**src/rtl/conv_result_fifo.sv**
```systemverilog
module conv_result_fifo #(
  parameter int DEPTH = 6,
  parameter int DW    = 10,
  parameter int RW    = 16
) (
  input  logic                         clk,
  input  logic                         rst_n,
  input  logic                         push_valid,
  input  logic [DW-1:0]                push_data,
  input  logic                         rd_en,
  input  logic                         rd_wide,
  output logic [RW-1:0]                rd_data,
  output logic                         empty,
  output logic                         full,
  output logic [$clog2(DEPTH+1)-1:0]   count,
  output logic                         overrun
);
  localparam int CW = $clog2(DEPTH + 1);
  localparam int PW = (DEPTH > 1) ? $clog2(DEPTH) : 1;

  logic [DW-1:0] mem [DEPTH];
  logic [PW-1:0] wr_ptr, rd_ptr;
  logic [CW-1:0] cnt;

  assign empty = (cnt == '0);
  assign full  = (cnt == CW'(DEPTH));
  assign count = cnt;

  wire peek   = rd_en && !empty;
  wire pop    = peek && rd_wide;
  wire accept = push_valid && (!full || pop);

  function automatic logic [PW-1:0] bump(input logic [PW-1:0] p);
    return (p == PW'(DEPTH - 1)) ? '0 : p + PW'(1);
  endfunction

  always_ff @(posedge clk)
    if (accept) mem[wr_ptr] <= push_data;

  always_ff @(posedge clk or negedge rst_n)
    if (!rst_n) begin
      wr_ptr  <= '0;
      rd_ptr  <= '0;
      cnt     <= '0;
      overrun <= 1'b0;
      rd_data <= '0;
    end else begin
      if (accept) wr_ptr <= bump(wr_ptr);
      if (pop)    rd_ptr <= bump(rd_ptr);
      if (accept && !pop)      cnt <= cnt + CW'(1);
      else if (pop && !accept) cnt <= cnt - CW'(1);
      if (push_valid && !accept) overrun <= 1'b1;
      if (peek) rd_data <= RW'(mem[rd_ptr]);
    end


  count_bound_chk: assert property (@(posedge clk) disable iff (!rst_n)
    cnt <= CW'(DEPTH));

  flag_excl_chk: assert property (@(posedge clk) disable iff (!rst_n)
    !(full && empty));

  overrun_set_chk: assert property (@(posedge clk) disable iff (!rst_n)
    push_valid && full && !(rd_en && rd_wide) |=> overrun);

  overrun_hold_chk: assert property (@(posedge clk) disable iff (!rst_n)
    overrun |=> overrun);

  empty_read_chk: assert property (@(posedge clk) disable iff (!rst_n)
    rd_en && empty && !push_valid |=> $stable(rd_data) && $stable(cnt));

  byte_peek_chk: assert property (@(posedge clk) disable iff (!rst_n)
    rd_en && !rd_wide && !push_valid |=> $stable(cnt));

  push_pop_chk: assert property (@(posedge clk) disable iff (!rst_n)
    push_valid && rd_en && rd_wide && !empty |=> $stable(cnt));
endmodule

```
**config.mk**
```make
export PLATFORM = sky130hd
export DESIGN_NAME = conv_result_fifo
export DESIGN_NICKNAME = d
export VERILOG_FILES = /design/src/rtl/conv_result_fifo.sv
export SDC_FILE = /design/constraint.sdc
export NUM_CORES = 1
export LEC_CHECK = 0
export BUFFER_PORTS_ARGS = -buffer_cell sky130_fd_sc_hd__buf_2
export CORE_UTILIZATION = 62
export DETAILED_ROUTE_END_ITERATION = 7
export GPL_TIMING_DRIVEN = 0
export MAX_ROUTING_LAYER = met4
export PLACE_DENSITY_LB_ADDON = 0.08
export SLEW_MARGIN = 10
export SYNTH_ARGS = -nofsm -noshare
export SYNTH_HDL_FRONTEND = slang
export SYNTH_SLANG_ARGS = --single-unit
```
**constraint.sdc**
```tcl
create_clock -name clk -period 6.4 [get_ports clk]
set_clock_uncertainty 0.15 [all_clocks]
set_input_delay 0 -clock clk [delete_from_list [all_inputs] [get_ports clk]]
set_output_delay 0 -clock clk [all_outputs]
set_load 0.02 [all_outputs]
```
After elaboration in Yosys (flattened, before gate mapping)
Memories as Yosys holds them, arrays and structs flattened. A register that Yosys moved wholly into a read port is not among the register bits.
Cells that the tools add are included.
- add/subtract/negate cells: 4
- eq/ne operators: 3
- multiplexer cells: 6
- reduce and logical (&&, ||, !) cells: 14
- operators by type and width (kind ; count):
    3-bit 2-to-1 mux ; 4
    3-bit by 1-bit adder with 3-bit output (second input constant) ; 3
    3-bit == test (second input constant) ; 3
    1-bit logical AND ; 6
    1-bit zero test ; 5
    3-bit zero test ; 1
    3-bit by 1-bit subtractor with 3-bit output (second input constant) ; 1
    1-bit 2-to-1 mux ; 2
    2-bit nonzero test ; 1
    1-bit logical OR ; 1
- flip-flop bits (word level): 10
- memory bits (writable): 60
- bits of input ports: 15
- output and inout port bits: 22
- word-level logic and storage cells: 32
- memories kept: 1
- memories (memory ; words ; bits a word ; read ports ; clocked after Yosys merged registers in ; wr ports ; line ; text):
    mem ; 6 ; 10 ; 1 ; 1 ; 1 ; 21 ; logic [DW-1:0] mem [DEPTH];

Longest topological paths before layout
Gate-level depths: netlist (run 1).
- depth after elaboration: 10
- mapped depth: 9
- gate-level depth less buffers: 9

Least setup slack after synthesis (run 1)
Ideal clock, no wire load.
- path kind: reg-to-reg
- start: register cnt[0], in the netlist count[0]
- end: memory mem[2][0], enable pin
- library setup time: 407 ps
- arrival time: 2291 ps
- required time: 5843 ps
- slack: 3552 ps
- cell stages (with the launch flop): 4
- buffers on the path: 0
- period minus slack after synthesis: 2848 ps
- cell sequence: dfrtp_1 -> and3b_1 -> a21bo_2 -> nor4b_1
- elaborated cells between the ends (all ways): 10
- classes of those cells: 1 x eq/ne; 2 x mux; 7 x reduce/logical
- RTL lines (item ; line ; text):
    start, declared ; 23 ; logic [CW-1:0] cnt;
    start signal, assigned ; 50 ; if (accept && !pop) cnt <= cnt + CW'(1);
    start signal, assigned ; 51 ; else if (pop && !accept) cnt <= cnt - CW'(1);
    3-bit == test ; 26 ; assign full = (cnt == CW'(DEPTH));
    net full ; 14 ; output logic full,
    1-bit zero test ; 31 ; wire accept = push_valid && (!full || pop);
    1-bit logical OR ; 31 ;
    1-bit logical AND ; 31 ;
    1-bit 2-to-1 mux ; 38 ; if (accept) mem[wr_ptr] <= push_data;
    1-bit 2-to-1 mux (implied by the code) ; 38 ;
    end, declared ; 21 ;
The timed path passes the listed nets, and every way through them passes these cells.

Worst setup path in the final report (run 1)
- start: input port rd_wide
- end: memory mem[2][8], enable pin
- longest elaborated chain between the ends: 5
- RTL lines (item ; line ; text):
    start, declared ; 11 ; input logic rd_wide,
    1-bit logical AND ; 30 ; wire pop = peek && rd_wide;
    1-bit logical OR ; 31 ;
    1-bit logical AND ; 31 ;
    1-bit 2-to-1 mux ; 38 ;
    1-bit 2-to-1 mux (implied by the code) ; 38 ;
No other way between the ends.

==> metrics.cfg, run 1 <==
[outcome]
status = completed

[die]
ios = 37
start_util_pct = 64.2
die_x_um = 74.5
core_area_sq_mm = 0.00507
fp.dieArea_sq_mm = 0.00555
num_rows = 26
die_h_um = 74.5

[min_path]
hold_path_class = in -> async

[cts]
cts_max_level = 3
numCtsBuffers = 9
cts_setup_buffers = 0
clock_latency_ns = 0.35
clock-sinks = 80
root_buffer = clkbuf_8
path_clk_slew_ns = 0.07
cts_max_path_buffers = 2
cts_tree = done

[grt]
grt_pass1_vias = 1816
antenna_found_initial = 0
grt_max_degree = 21
grt_remaining_overflow = 0
grtUsageTotal_pct = 27.1
grt_pass1_wl_um = 9540

[worst_setup_path]
r2r_end = mem[2][8]
path_cells = dlygate4sd3_1, buf_2, nand2_1, dlygate4sd3_1, a21bo_2, nor4b_2, buf_4
cp_max_fo = 6
critPathLaunchType = primary input
crit_required_ns = 6.32
r2r_start = count[0]
setup.worst_path.start = rd_wide
cp-end-kind = flip-flop
rrSetupSlack_ns = 3.97
cpPeakStageDelay_ns = 0.71
cpMostUsedCell = dlygate4sd3_1
arrival_ns = 2.52
critical_path_class = in -> reg
cp_slowest_cell = nor4b_2
rr_worst_depth = 4

[pwr]
pwr-share-seq_pct = 42.9
ir_worst_vdd_uv = 276
intPower_mw = 1.19
pwr-share-clk_pct = 22.1
p_leak_nw = 1.48
powerDensity_mw_per_mm2 = 454
switching_power_mw = 0.584
swShare_pct = 33.0
pwr-share-comb_pct = 34.9

[synthesis]
ys_warn_count = 0
seq_area_frac_synth_pct = 70.7
synth-edff-count = 60
synth-main-ff-cell = edfxtp_1
netlist_area_sq_mm = 0.00326
async_flop_share_pct = 25.0
avgSynthCellArea_sq_um = 17.0
ys_seq_elements = 80
synth_cells = 192
synthDistinctLibCells = 32

[routing]
num_vias = 1857
firstDrtPassIters = 4
wl_per_cell_um = 19.8
vias_per_cell = 5.63
final_antenna_net_count = 0
drc = 0
drt_iter0_drc = 204
finalWirelength_um = 6550

[sta]
fmax_mhz = 384
rsz0062_at_grt = false
setup_ws_ns = 3.80
hold_viol = 0
finalSetupTns_ns = 0
finalMaxSlewViolations = 0
worst_pin_slew_ns = 0.792
relSlewSlack_pct = 47.1
setup_viol = 0
post-route-period-util_pct = 40.7
min_period_ns = 2.60

[final_layout]
antennaDiodeCount = 0
layout.nets = 272
drive_gt1_share_pct = 35.0
area_delta_synth_final_pct = 19.7

[placed_design]
gp_congestion = 0.712
dp_slack_ns = 3.97
hpwl_um = 4020
io_buffers = 30

[run]
cap_violations = 0

-- cell usage in the layout (no fill, tap or decap), types with 2 or more instances in the layout --
cell type       n
a21oi_1        11
a222oi_1       10
and2_1          3
buf_2          31
buf_4           9
buf_6           2
bufinv_16       2
clkbuf_1        8
clkbuf_8        9
conb_1          6
dfrtp_1        20
dlygate4sd3_1  14
edfxtp_1       60
inv_1           2
mux2_1          4
mux2_2         23
mux2_4          8
nand2_1         2
nor2_1         13
nor2b_1         2
nor4b_2         2
xnor2_1         3
xor2_1          2
-- area by class of cell --
class                   count  area (sq um)
clock buffers              12           135
inverters                   2          7.51
flip-flops and latches     80          2300
multi-input cells         100           873
well taps                  70          87.6
plain buffers              15           111
repair buffers             47           313
fillers                   305          1180
clock inverters             4          68.8
-- what timing repair did --
| item | in CTS | in global routing |
|---|---|---|
| gates resized for setup | 0 | 0 |
| hold buffers | 14 | 0 |
| endpoints found under the hold margin | 82 | 0 |
-- routing by layer --
layer	vias to the layer above	share of wire [%]	GRT usage [%]
met5	-	0	-
li1	851	-	-
met4	0	1.3	11.7
met3	7	6.8	8.13
met2	71	53	42.5
met1	928	39	32.7
-- state kept, by name (all words and copies together), names as in the netlist --
| name | flops |
|---|---|
| rd_data | 10 |
| rd_ptr | 3 |
| count | 3 |
| mem | 60 |
| overrun | 1 |
| wr_ptr | 3 |
-- worst max-delay path by stage --
stage,end,slack (ns)
after floorplan,mem[2][0],3.55
after global routing,count[2],3.69
final,mem[2][8],3.80
after CTS,mem[2][8],3.78
after global placement,mem[4][8],2.76
after detailed placement,mem[2][8],3.97
-- synthesized netlist by cell type, types with 2 or more instances --
library cell  number  area (sq um)
edfxtp_1          60          1800
mux2_2            23           259
dfrtp_1           20           500
nor2_1            13          48.8
a21oi_1           11          55.1
a222oi_1          10           100
mux2_4             8           120
buf_4              6          45.0
clkbuf_1           5          18.8
mux2_1             4          45.0
and2_1             3          18.8
xnor2_1            3          26.3
buf_6              2          22.5
inv_1              2          7.51
nand2_1            2          7.51
nor2b_1            2          12.5
nor4b_1            2          17.5
xor2_1             2          17.5
-- power by group through the flow --
stage	logic, mW	registers (mW)	clock network (mW)
after floorplan	0.382	0.808	0
final	0.618	0.760	0.391
after detailed placement	0.612	0.769	0
after global routing	0.664	0.772	0.417
after CTS	0.621	0.758	0.394
after global placement	0.587	0.756	0
-- stage by stage --
step / hold slack, ns / instance area (sq um) / utilization, % / power, mW / cells
2_1_floorplan: -0.446 / 3280 / - / 1.19 / 197
3_3_place_gp: -0.163 / 3510 / 69.2 / 1.34 / 297
3_5_place_dp: -0.145 / 3550 / 70.0 / 1.38 / 300
4_1_cts: 0.00672 / 3900 / 76.8 / 1.77 / 330
5_1_grt: 0.0485 / 3900 / 76.8 / 1.85 / 330
6_report: 0.0252 / 3900 / 76.8 / 1.77 / 330
-- kinds of logic after synthesis --
logic type / Yosys count / share of synthesized area [%]
AOI/OAI and AO/OA: 24 / 5.61
xor gates and xnor gates: 5 / 1.34
adders and majority gates: 2 / 0.999
buffers and inverters: 17 / 3.65
DFF: 80 / 70.7
muxes: 35 / 13.0
other: 1 / 0.115
and+or+nand+nor: 28 / 4.57
-- worst max-delay path, delay by kind of cell --
family          cells  cell delay, ns
compound gates      1            0.27
buf+inv             4            1.47
simple gates        2            0.77
No activity file was read; power rests on OpenSTA's default activity.
==> run 2: changes to the inputs <==
- ABC_AREA: not set -> 1
- CORE_UTILIZATION: 62 -> 58
- clock period: 6.4 -> 2.4 ns (I/O delays scaled with it)
==> metrics.cfg, run 2 <==
[die]
num_rows = 27
die_x_um = 79.2
core_area_sq_mm = 0.00564
ios = 37
start_util_pct = 61.3
die_h_um = 79.2
fp.dieArea_sq_mm = 0.00628

[synthesis]
yosysMostFrequentCell = nand2_1
seq_area_frac_synth_pct = 66.6
synth_cells = 326
synth_commonest_cells = nand2_1, edfxtp_1, nor2_1, inv_1, nand3_1
ys_warn_count = 0
synth-edff-count = 60
yosysTopAreaCell = edfxtp_1
ys_seq_elements = 80
synth_top_area_share_pct = 52.1
synth_area_leaders = edfxtp_1, dfrtp_1, nand2_1, nand3_1, nor2_1
synth-main-ff-cell = edfxtp_1
netlist_area_sq_mm = 0.00346
avgSynthCellArea_sq_um = 10.6
async_flop_share_pct = 25.0
synthDistinctLibCells = 27

[sta]
relSlewSlack_pct = 30.4
finalSetupTns_ns = 0
hold_viol = 0
worst_pin_slew_ns = 1.04
setup_viol = 0
fmax_mhz = 441
finalMaxSlewViolations = 0
post-route-period-util_pct = 94.4
min_period_ns = 2.27
setup_ws_ns = 0.135

[final_layout]
largest_reg_flops = 60
fin_cells = 469
regMostFlops = mem
final_common_cell = nand2_1
final_core_util_pct = 72.6
reg_top3 = mem (60), rd_data (10)
mostFrequentLayoutCells = nand2_1, edfxtp_1, buf_2
antennaDiodeCount = 0
area_delta_synth_final_pct = 18.5
layout.nets = 409
drive_gt1_share_pct = 20.7

[min_path]
hold_path_class = in -> async

[routing]
highest_layer = met4
dr_wl_met2_um = 3470
wl_per_cell_um = 15.3
met3WireLength_um = 500
drc = 0
final_antenna_net_count = 0
firstDrtPassIters = 5
finalWirelength_um = 7190
wirelength_met1_um = 3100
drt_iter0_drc = 243
vias_per_cell = 5.13
num_vias = 2406

[worst_setup_path]
crit_required_ns = 2.49
r2r_end = count[1]
rrSetupSlack_ns = 0.13
critical_path_class = reg -> reg
r2r_start = count[0]
critPathLaunchType = flip-flop
arrival_ns = 2.36
rr_worst_depth = 10
cp_max_fo = 9
cp-end-kind = flip-flop

[cts]
cts_max_path_buffers = 2
clock-sinks = 80
clock_latency_ns = 0.35
path_clk_slew_ns = 0.08
cts_max_level = 3
numCtsBuffers = 9
cts_tree = done
root_buffer = clkbuf_8

[placed_design]
dp_slack_ns = -0.124
gp_congestion = 0.804
hpwl_um = 4210
io_buffers = 30
placed_cells = 433

[grt]
grt_remaining_overflow = 0
grt_max_degree = 21
grtUsageTotal_pct = 26.4
grt_pass1_wl_um = 11200
grt_pass1_vias = 2221
antenna_found_initial = 0

[pwr]
p_total_mw = 4.82
ir_worst_vdd_uv = 675
p_leak_nw = 1.82
powerDensity_mw_per_mm2 = 1180

[run]
cap_violations = 0

[outcome]
status = completed

[run 2: cell types whose count changed after synthesis, sizes merged, moves of 6 or more]
cell    before  now
inv          2   28
nand3        0   28
nor2        13   30
a222oi      10    0
o21ai        0   11
mux2        35    0
nand2        2  111
buf         10   16
[run 2: cells by family after synthesis]
| group | synth area share (%) |
|---|---|
| adder cells (fa/ha/maj) | 0.941 |
| flip-flops | 66.6 |
| XOR/XNOR | 0.760 |
| AO/OA/AOI/OAI | 2.82 |
| buffers and inverters | 6.77 |
| other | 0.108 |
| AND/OR/NAND/NOR | 22.0 |
[run 2: per-stage QoR]
stage | instance area [sq um] | hold slack [ns]
5_1_grt | 4100 | 0.0404
6_report | 4100 | 0.00600
3_3_place_gp | 3720 | -0.152
2_1_floorplan | 3480 | -0.446
3_5_place_dp | 3720 | -0.140
4_1_cts | 4070 | 0.00694
[run 2: per-layer routing]
| layer | up-vias | track usage [%] |
|---|---|---|
| met4 | 0 | 13.1 |
| met3 | 11 | 4.14 |
| met1 | 1099 | 34.1 |
| met2 | 113 | 40.9 |
| li1 | 1183 | - |
| met5 | - | - |
[run 2: how the worst max path moves through the flow]
stage | cells past startpoint | from | to
2_1_floorplan | 12 | count[0] | count[2]
3_3_place_gp | 6 | count[0] | mem[1][5]
3_5_place_dp | 6 | count[0] | mem[0][5]
4_1_cts | 12 | count[0] | count[2]
5_1_grt | 12 | count[1] | count[2]
6_report | 10 | count[0] | count[1]
[run 2: layout make-up]
cell class / count / area [sq um]
Buffer: 16 / 125
Clock buffer: 11 / 131
Clock inverter: 5 / 47.5
Fill cell: 400 / 1540
Inverter: 29 / 109
Multi-Input combinational cell: 206 / 951
Sequential cell: 80 / 2300
Tap cell: 72 / 90.1
Timing Repair Buffer: 50 / 340
[run 2: critical path, cell delays in order, from the launching register on]
cell and delay [ns]:
dfrtp_2 0.44, buf_4 0.15, nor3_4 0.22, nand2_4 0.10, nand2_4 0.13, inv_1 0.06
ha_1 0.17, inv_1 0.10, fa_1 0.42, nor2_1 0.14, a21oi_1 0.06
[run 2: repair_timing]
action,4_1_cts,5_1_grt
endpoints found under the setup margin,40,22
resized for setup,4,1
endpoints found under the hold margin,93,0
setup buffers,0,4
pin swaps,0,0
hold buffers,16,0
[run 2: power breakdown]
group	switching (mW)	internal, mW	leakage [nW]	total (mW)
logic	1.24	0.671	0.946	1.91
clock network	0.464	0.471	0.0922	0.935
registers	0.152	1.83	0.782	1.98
total	1.85	2.97	1.82	4.82
